**config.mk**
```make
export PLATFORM = sky130hd
export DESIGN_NAME = fifo_ptr_monitor
export DESIGN_NICKNAME = d
export VERILOG_FILES = /design/src/rtl/fpm_pkg.sv /design/src/rtl/fpm_ring_ptr.sv /design/src/rtl/fpm_proximity.sv /design/src/rtl/fpm_event_gen.sv /design/src/rtl/fifo_ptr_monitor.sv
export SDC_FILE = /design/constraint.sdc
export NUM_CORES = 1
export LEC_CHECK = 0
export BUFFER_PORTS_ARGS = -buffer_cell sky130_fd_sc_hd__buf_2
export CORE_UTILIZATION = 45
export DETAILED_ROUTE_END_ITERATION = 6
export PLACE_DENSITY = 0.75
export SLEW_MARGIN = 20
export SYNTH_ARGS = -nofsm -noshare
export SYNTH_HDL_FRONTEND = slang
export SYNTH_SLANG_ARGS = --single-unit
```
**constraint.sdc**
```tcl
create_clock -name clk -period 1.6 [get_ports clk]
set_input_delay 0.32 -clock clk [delete_from_list [all_inputs] [get_ports clk]]
set_output_delay 0.32 -clock clk [all_outputs]
set_load 0.05 [all_outputs]
```
**src/rtl/fpm_pkg.sv**
```systemverilog
package fpm_pkg;

    // Widest proximity window checked (positions apart)
    localparam int unsigned FPM_NEAR_SPAN = 2;

    typedef struct packed {
        logic stuck;
        logic near2;
        logic near1;
        logic collide;
    } fpm_alarm_t;

    typedef enum logic [1:0] {
        PTR_HOLD,
        PTR_STEP,
        PTR_LOAD,
        PTR_DROP
    } fpm_ptr_op_e;

    // Pointer operation, priority load > drop > step > hold
    function automatic fpm_ptr_op_e fpm_ptr_op(input logic load,
                                               input logic drop,
                                               input logic step);
        if (load)      return PTR_LOAD;
        else if (drop) return PTR_DROP;
        else if (step) return PTR_STEP;
        else           return PTR_HOLD;
    endfunction

    // match[k]: tokens exactly k positions apart in either direction
    function automatic fpm_alarm_t fpm_classify(input logic stuck,
                                                input logic [FPM_NEAR_SPAN:0] match);
        fpm_alarm_t a;
        a.stuck   = stuck;
        a.collide = !stuck && match[0];
        a.near1   = !stuck && (match[0] || match[1]);
        a.near2   = !stuck && (|match);
        return a;
    endfunction

endpackage

```
**src/rtl/fpm_ring_ptr.sv**
```systemverilog
module fpm_ring_ptr
    import fpm_pkg::*;
#(
    parameter int unsigned DEPTH    = 8,
    parameter int unsigned LOAD_IDX = 0
) (
    input  logic              clk,
    input  logic              rst,
    input  fpm_ptr_op_e       op,
    output logic [DEPTH-1:0]  ptr
);

    localparam logic [DEPTH-1:0] LOAD_VEC = {{(DEPTH-1){1'b0}}, 1'b1} << LOAD_IDX;

    always_ff @(posedge clk) begin
        if (rst) begin
            ptr <= LOAD_VEC;
        end else begin
            unique case (op)
                PTR_LOAD: ptr <= LOAD_VEC;
                PTR_DROP: ptr <= '0;
                PTR_STEP: ptr <= {ptr[DEPTH-2:0], ptr[DEPTH-1]};
                default:  ptr <= ptr;
            endcase
        end
    end

endmodule

```
**src/rtl/fpm_proximity.sv**
```systemverilog
module fpm_proximity
    import fpm_pkg::*;
#(
    parameter int unsigned DEPTH = 8
) (
    input  logic [DEPTH-1:0] wr_ptr,
    input  logic [DEPTH-1:0] rd_ptr,
    output fpm_alarm_t       cond
);

    logic [FPM_NEAR_SPAN:0] match;

    // Compare the write token against the read token rotated k places each way
    for (genvar k = 0; k <= FPM_NEAR_SPAN; k++) begin : g_span
        localparam int unsigned BACK = DEPTH - k;
        logic [DEPTH-1:0] rd_up;
        logic [DEPTH-1:0] rd_dn;
        assign rd_up = (rd_ptr << k) | (rd_ptr >> BACK);
        assign rd_dn = (rd_ptr >> k) | (rd_ptr << BACK);
        assign match[k] = (wr_ptr == rd_up) || (wr_ptr == rd_dn);
    end

    always_comb begin
        cond = fpm_classify(~|wr_ptr, match);
    end

endmodule

```
**src/rtl/fpm_event_gen.sv**
```systemverilog
module fpm_event_gen
    import fpm_pkg::*;
(
    input  logic       clk,
    input  logic       rst,
    input  fpm_alarm_t cond,
    output fpm_alarm_t evt
);

    fpm_alarm_t cond_q;

    always_ff @(posedge clk) begin
        if (rst) begin
            cond_q <= '0;
            evt    <= '0;
        end else begin
            cond_q <= cond;
            evt    <= cond & ~cond_q;
        end
    end

endmodule

```
**src/rtl/fifo_ptr_monitor.sv**
```systemverilog
// DEPTH must be even and at least 6 so the two-apart window is distinct.
module fifo_ptr_monitor
    import fpm_pkg::*;
#(
    parameter int unsigned DEPTH = 8
) (
    input  logic             clk,
    input  logic             rst,
    input  logic             sync,
    input  logic             wr_adv,
    input  logic             rd_adv,
    input  logic             wr_token_drop,
    output logic [DEPTH-1:0] wr_ptr,
    output logic [DEPTH-1:0] rd_ptr,
    output logic             alarm_stuck,
    output logic             alarm_near2,
    output logic             alarm_near1,
    output logic             alarm_collide
);

    localparam int unsigned RD_START = DEPTH / 2;

    fpm_ptr_op_e wr_op;
    fpm_ptr_op_e rd_op;
    fpm_alarm_t  cond;
    fpm_alarm_t  evt;

    assign wr_op = fpm_ptr_op(sync, wr_token_drop, wr_adv);
    assign rd_op = fpm_ptr_op(sync, 1'b0, rd_adv);

    fpm_ring_ptr #(.DEPTH(DEPTH), .LOAD_IDX(0)) u_wr_ptr (
        .clk (clk),
        .rst (rst),
        .op  (wr_op),
        .ptr (wr_ptr)
    );

    fpm_ring_ptr #(.DEPTH(DEPTH), .LOAD_IDX(RD_START)) u_rd_ptr (
        .clk (clk),
        .rst (rst),
        .op  (rd_op),
        .ptr (rd_ptr)
    );

    fpm_proximity #(.DEPTH(DEPTH)) u_prox (
        .wr_ptr (wr_ptr),
        .rd_ptr (rd_ptr),
        .cond   (cond)
    );

    fpm_event_gen u_evt (
        .clk  (clk),
        .rst  (rst),
        .cond (cond),
        .evt  (evt)
    );

    assign alarm_stuck   = evt.stuck;
    assign alarm_near2   = evt.near2;
    assign alarm_near1   = evt.near1;
    assign alarm_collide = evt.collide;

endmodule

```
# ---- Word-level counts from Yosys, hierarchy flattened
# Index checks and enable logic that the tools add are counted.
dict set report word_totals {
  ff_bits 24
  input_bits 6
  output_inout_bits 20
  word_cells 45
}
dict set report classes {
  n_bitwise 6
  reduce_logical 11
  eq_ne 11
  muxes 7
}
# op n
set ops {}
lappend ops {{8-bit one-hot mux with 3 select lines} 2}
lappend ops {{8-bit == test} 5}
lappend ops {{2-bit == test, second input constant} 4}
lappend ops {{6-bit by 8-bit bitwise OR with 8-bit output} 1}
lappend ops {{7-bit by 8-bit bitwise OR with 8-bit output} 1}
lappend ops {{8-bit by 1-bit bitwise OR with 8-bit output} 1}
lappend ops {{8-bit by 2-bit bitwise OR with 8-bit output} 1}
lappend ops {{8-bit OR reduction} 1}
lappend ops {{2-bit 2-to-1 mux} 3}
lappend ops {{3-bit nonzero test} 2}
lappend ops {{4-bit bitwise AND} 1}
lappend ops {{2-bit by 1-bit == test with 1-bit output, second input constant} 2}
lappend ops {{4-bit NOT} 1}
lappend ops {{1-bit logical AND} 3}
lappend ops {{1-bit logical OR} 3}
lappend ops {{3-bit OR reduction} 1}
lappend ops {{1-bit 2-to-1 mux} 2}
lappend ops {{1-bit logical NOT} 1}

# ---- Logic depth before layout (Yosys ltp)
dict set report depth {
  depth_word 6
  depth_mapped 5
  mapped_depth_nobuf 4
}

# ---- Modules after synthesis
# A second synthesis with hierarchy kept.
dict set report unflattened {
  cells_unflattened 153
  area_unflattened_um2 1417.6
}
# module seq_area_each_um2 cells_each instances area_per_inst_um2
set modules_own_cells {}
lappend modules_own_cells {fpm_ring_ptr 160.2 29 2 300.3}
lappend modules_own_cells {fpm_proximity 0.0 76 1 574.3}
lappend modules_own_cells {fpm_event_gen 160.2 16 1 220.2}
lappend modules_own_cells {fifo_ptr_monitor 0.0 3 1 22.5}

# ---- Worst setup path after synthesis
# OpenSTA, ideal clock, no wires.
dict set report synth_timing {
  kind {register -> register}
  startpoint {register u_wr_ptr.ptr[4]}
  endpoint {register u_evt.evt[2] (netlist name)}
  n_path_buf 1
  period_less_slack_ns 1.761
  arrival_ns 1.673
  path_slack_ns -0.161
  t_required_ns 1.512
  setup_ns 0.088
  stages_incl_launch_ff 6
  path_cell_list {dfxtp_1 -> buf_2 -> xor2_1 -> nor4_2 -> a22oi_2 -> a311oi_2}
}
dict set report synth_via {
  elab_chain_len 5
  elab_cells_between_ends 11
  classes_between {eq/ne: 5; bitwise: 1; reduce/logical: 5}
}
# item line
set synth_lines {}
lappend synth_lines {{start: declaration} fpm_ring_ptr.sv:10} ;# output logic [DEPTH-1:0] ptr
lappend synth_lines {{start signal: assignment} fpm_ring_ptr.sv:22} ;# PTR_STEP: ptr <= {ptr[DEPTH-2:0], ptr[DEPTH-1]};
lappend synth_lines {{start signal: assignment} fpm_ring_ptr.sv:23} ;# default: ptr <= ptr;
lappend synth_lines {{8-bit == test} fpm_proximity.sv:20} ;# assign match[k] = (wr_ptr == rd_up) || (wr_ptr == rd_dn);
lappend synth_lines {{1-bit logical OR} fpm_proximity.sv:20}
lappend synth_lines {{3-bit OR reduction} fpm_pkg.sv:37} ;# a.near2 = !stuck && (|match);
lappend synth_lines {{1-bit logical AND *} fpm_pkg.sv:37}
lappend synth_lines {{4-bit bitwise AND *} fpm_event_gen.sv:18} ;# evt <= cond & ~cond_q;
# Mark *: on every way between the ends. The rest lies on a longest branch, timed or not.
# A chain may end at the register's enable or synchronous reset.

# ---- Final worst setup path
dict set report layout_timing {
  startpoint {register u_wr_ptr.ptr[1]}
  endpoint {register u_evt.evt[2] (netlist name)}
}
dict set report layout_via {
  elab_chain_len 5
  elab_cells_between_ends 11
  classes_between {eq/ne: 5; bitwise: 1; reduce/logical: 5}
}
# item line
set layout_lines {}
lappend layout_lines {{8-bit == test} fpm_proximity.sv:20}
lappend layout_lines {{1-bit logical OR} fpm_proximity.sv:20}
lappend layout_lines {{3-bit OR reduction} fpm_pkg.sv:37}
lappend layout_lines {{1-bit logical AND *} fpm_pkg.sv:37}
lappend layout_lines {{4-bit bitwise AND *} fpm_event_gen.sv:18}
# Marked as above.

==> qor.txt <==
Pin count of the biggest net entering global routing - 14
Synth Instances - 145
CTS root buf - clkbuf_4
Worst setup EP type - flop
FFs w/ async S/R, synth - 0
Wire length on met1 - 1.189 mm
YS warnings - 0
Sequential share of power - 0.584
Most common cell in the synthesized netlist - xor2_1
GRT overflow - 0
Setup tns final - 0 ps
Initial DRC Count - 31
Setup violation total in the final timing report - 0
Flop-to-flop setup slack - 150 ps
Die W - 58.03 um
CP Cell Sequence - xor2_1 -> nor4_2 -> nand2_1 -> a311oi_2
Met3 wire length - 118 um
Initial Utilization - 0.4952
Vias in the first global route - 941
Slew headroom - 0.7763
Nets - 161
Buf+Inv Stages, Crit Path - 0
Main synth FF type - dfxtp_1
Uppermost routed layer - met4
Mapped Area - 1413 um^2
FF+latch count, synth - 24
Post-CTS sizing - 0
Required @ worst endpoint - 1840 ps
Max Transition Viols Final - 0
Die height - 58.03 um
Initial antenna violation count - 0
Worst-path clk slew - 130 ps
Initial DRT Pass Iterations - 6
Area Growth Syn to Fin - 6.377%
PwrDens - 708.6 nW/um^2
Max VDD drop - 255.0 uV
Int Power - 787.8 uW
Vias - 1,006
Crit path DAT - 1690 ps
Min-delay worst type - in2reg
Final period util - 0.9076
Clock network fraction of total power - 0.303
Syn Nets - 151
Largest cells by area after synthesis - dfxtp_1 34%, xor2_1 25%, mux2i_1 11%
Drc violations - 2
IO Count - 26
CTS tree - done
H-tree depth - 1
Post-CTS Setup Bufs - 0
Clock tree sinks - 24
Post-synth cell types - 22
Pleak - 0.0008119 uW
DP Area - 1440 um^2
GRT Resource Usage Total - 0.1822
Post-synthesis sequential area ratio - 0.3401
Num rows - 19
Yosys top cell area share - 0.3401
EDFF count, synth - 0
Synth top cells by count - 40 x xor2_1, 24 x dfxtp_1, 17 x nor2_1
Share of cells above drive strength 1 - 0.3571
Comb power frac - 0.113
CTS Hold Buffers Added - 0
Post-route cell area - 1503 um^2
Critical Path Source Type - flop
I/O Buffers - 25
Status - finished with violations
Routability cong. - 0.8743
DR WL/cell - 14.94 um
Fin crit period - 1452 ps
DR vias/cell - 5.438
Core area - 2853 um^2
Final wirelength - 2.764 mm
RSZ-0062 raised after global routing - false
Hold Vio Cnt, Final - 0
Final HPWL DP - 1.974 mm
Synth area leader - dfxtp_1
Worst path max stage delay - 480 ps
Avg Inst Size Synth - 9.742 um^2
Sw Pwr - 277.0 uW
# diodes - 0
Clk Latency, worst-skew pair - 320 ps
TritonCTS buffer count - 3
Clk_skew - 11.58 ps
Fmax - 688.6 MHz
Largest delay share family, worst path - simple AND/OR/NAND/NOR gates
Setup CP Type - reg2reg
CP max FO - 9
Maxcap violations - 0
Routed wl met2 - 1.405 mm
Die area - 3367 um^2
First-pass GRT wire length - 4.581 mm
Switching Share - 0.2601
Max Buffers Root-to-Sink - 2
Worst-Margin Slew - 332.6 ps
Failing checks - DRC
CP max stage cell - dfxtp_2
Post-route ant nets - 0
FILL cells - 271
## final timing paths
kind | startpoint | endpoint | cells past startpoint
max | u_wr_ptr.ptr[1] | u_evt.evt[2] | 4
min | wr_token_drop | u_wr_ptr.ptr[0] | 2
max reg2reg | u_wr_ptr.ptr[1] | u_evt.evt[2] | 4
min reg2reg | u_evt.cond_q[3] | u_evt.evt[3] | 1
## area by class of cell
cell class | instances | area (um^2) | area share
Sequential cell | 24 | 508.0 | 0.3381
Multi-Input combinational cell | 101 | 794.5 | 0.5287
Timing Repair Buffer | 25 | 125.1 | 0.08326
Clock buffer | 4 | 36.28 | 0.02415
Tap cell | 31 | 38.79 | 0.02581
## through the flow
step           setup WS (ps)  hold WS (ps)  cells  power [uW]    util
3_3_place_gp           186.0         382.4    181       754.5  0.5048
3_5_place_dp           157.3         387.4    181       756.3  0.5048
6_report               147.8         171.2    185        1065  0.5268
2_1_floorplan          14.17         374.3    145       737.1       -
4_1_cts                126.3         170.6    185        1075  0.5175
5_1_grt                6.227         158.9    185        1116  0.5268
## layout by cell type, fill, tap and decap left out
master     n
xor2_1    40
buf_2     25
nor2_1    17
mux2i_1   16
dfxtp_2   13
dfxtp_1    8
nor4_1     6
nor4_2     6
nand2_1    4
clkbuf_4   3
dfxtp_4    3
nor3_1     2
or2_2      1
or3_1      1
a22oi_2    1
a22oi_1    1
nand2b_1   1
a31oi_1    1
a211oi_2   1
a311oi_2   1
a21oi_1    1
o21ai_0    1
clkbuf_8   1
## sequential cells by signal, summed over array words and instances (netlist names)
register      cells
u_evt.evt         4
u_rd_ptr.ptr      8
u_wr_ptr.ptr      8
u_evt.cond_q      4
## per-layer routing
metal	up-vias	track usage
met5	-	0
met4	0	0.08844
met3	5	0.03571
met2	25	0.2890
met1	481	0.2372
li1	495	-
## power groups by stage
stage | Combinational [uW] | Sequential (uW) | Clock, uW
2_1_floorplan | 82.4 | 655 | 0
3_3_place_gp | 115 | 639 | 0
3_5_place_dp | 116 | 640 | 0
4_1_cts | 117 | 626 | 332
5_1_grt | 130 | 624 | 362
6_report | 120 | 622 | 323
## logic make-up after synthesis
logic type	Yosys count	synth area share
multiplexers	16	0.1134
buffers and inverters	20	0.1107
AND/OR/NAND/NOR	38	0.1426
XOR/XNOR	40	0.2480
AO/OA/AOI/OAI	7	0.04516
flip-flops	24	0.3401
Power figures use the tool's default switching activity.
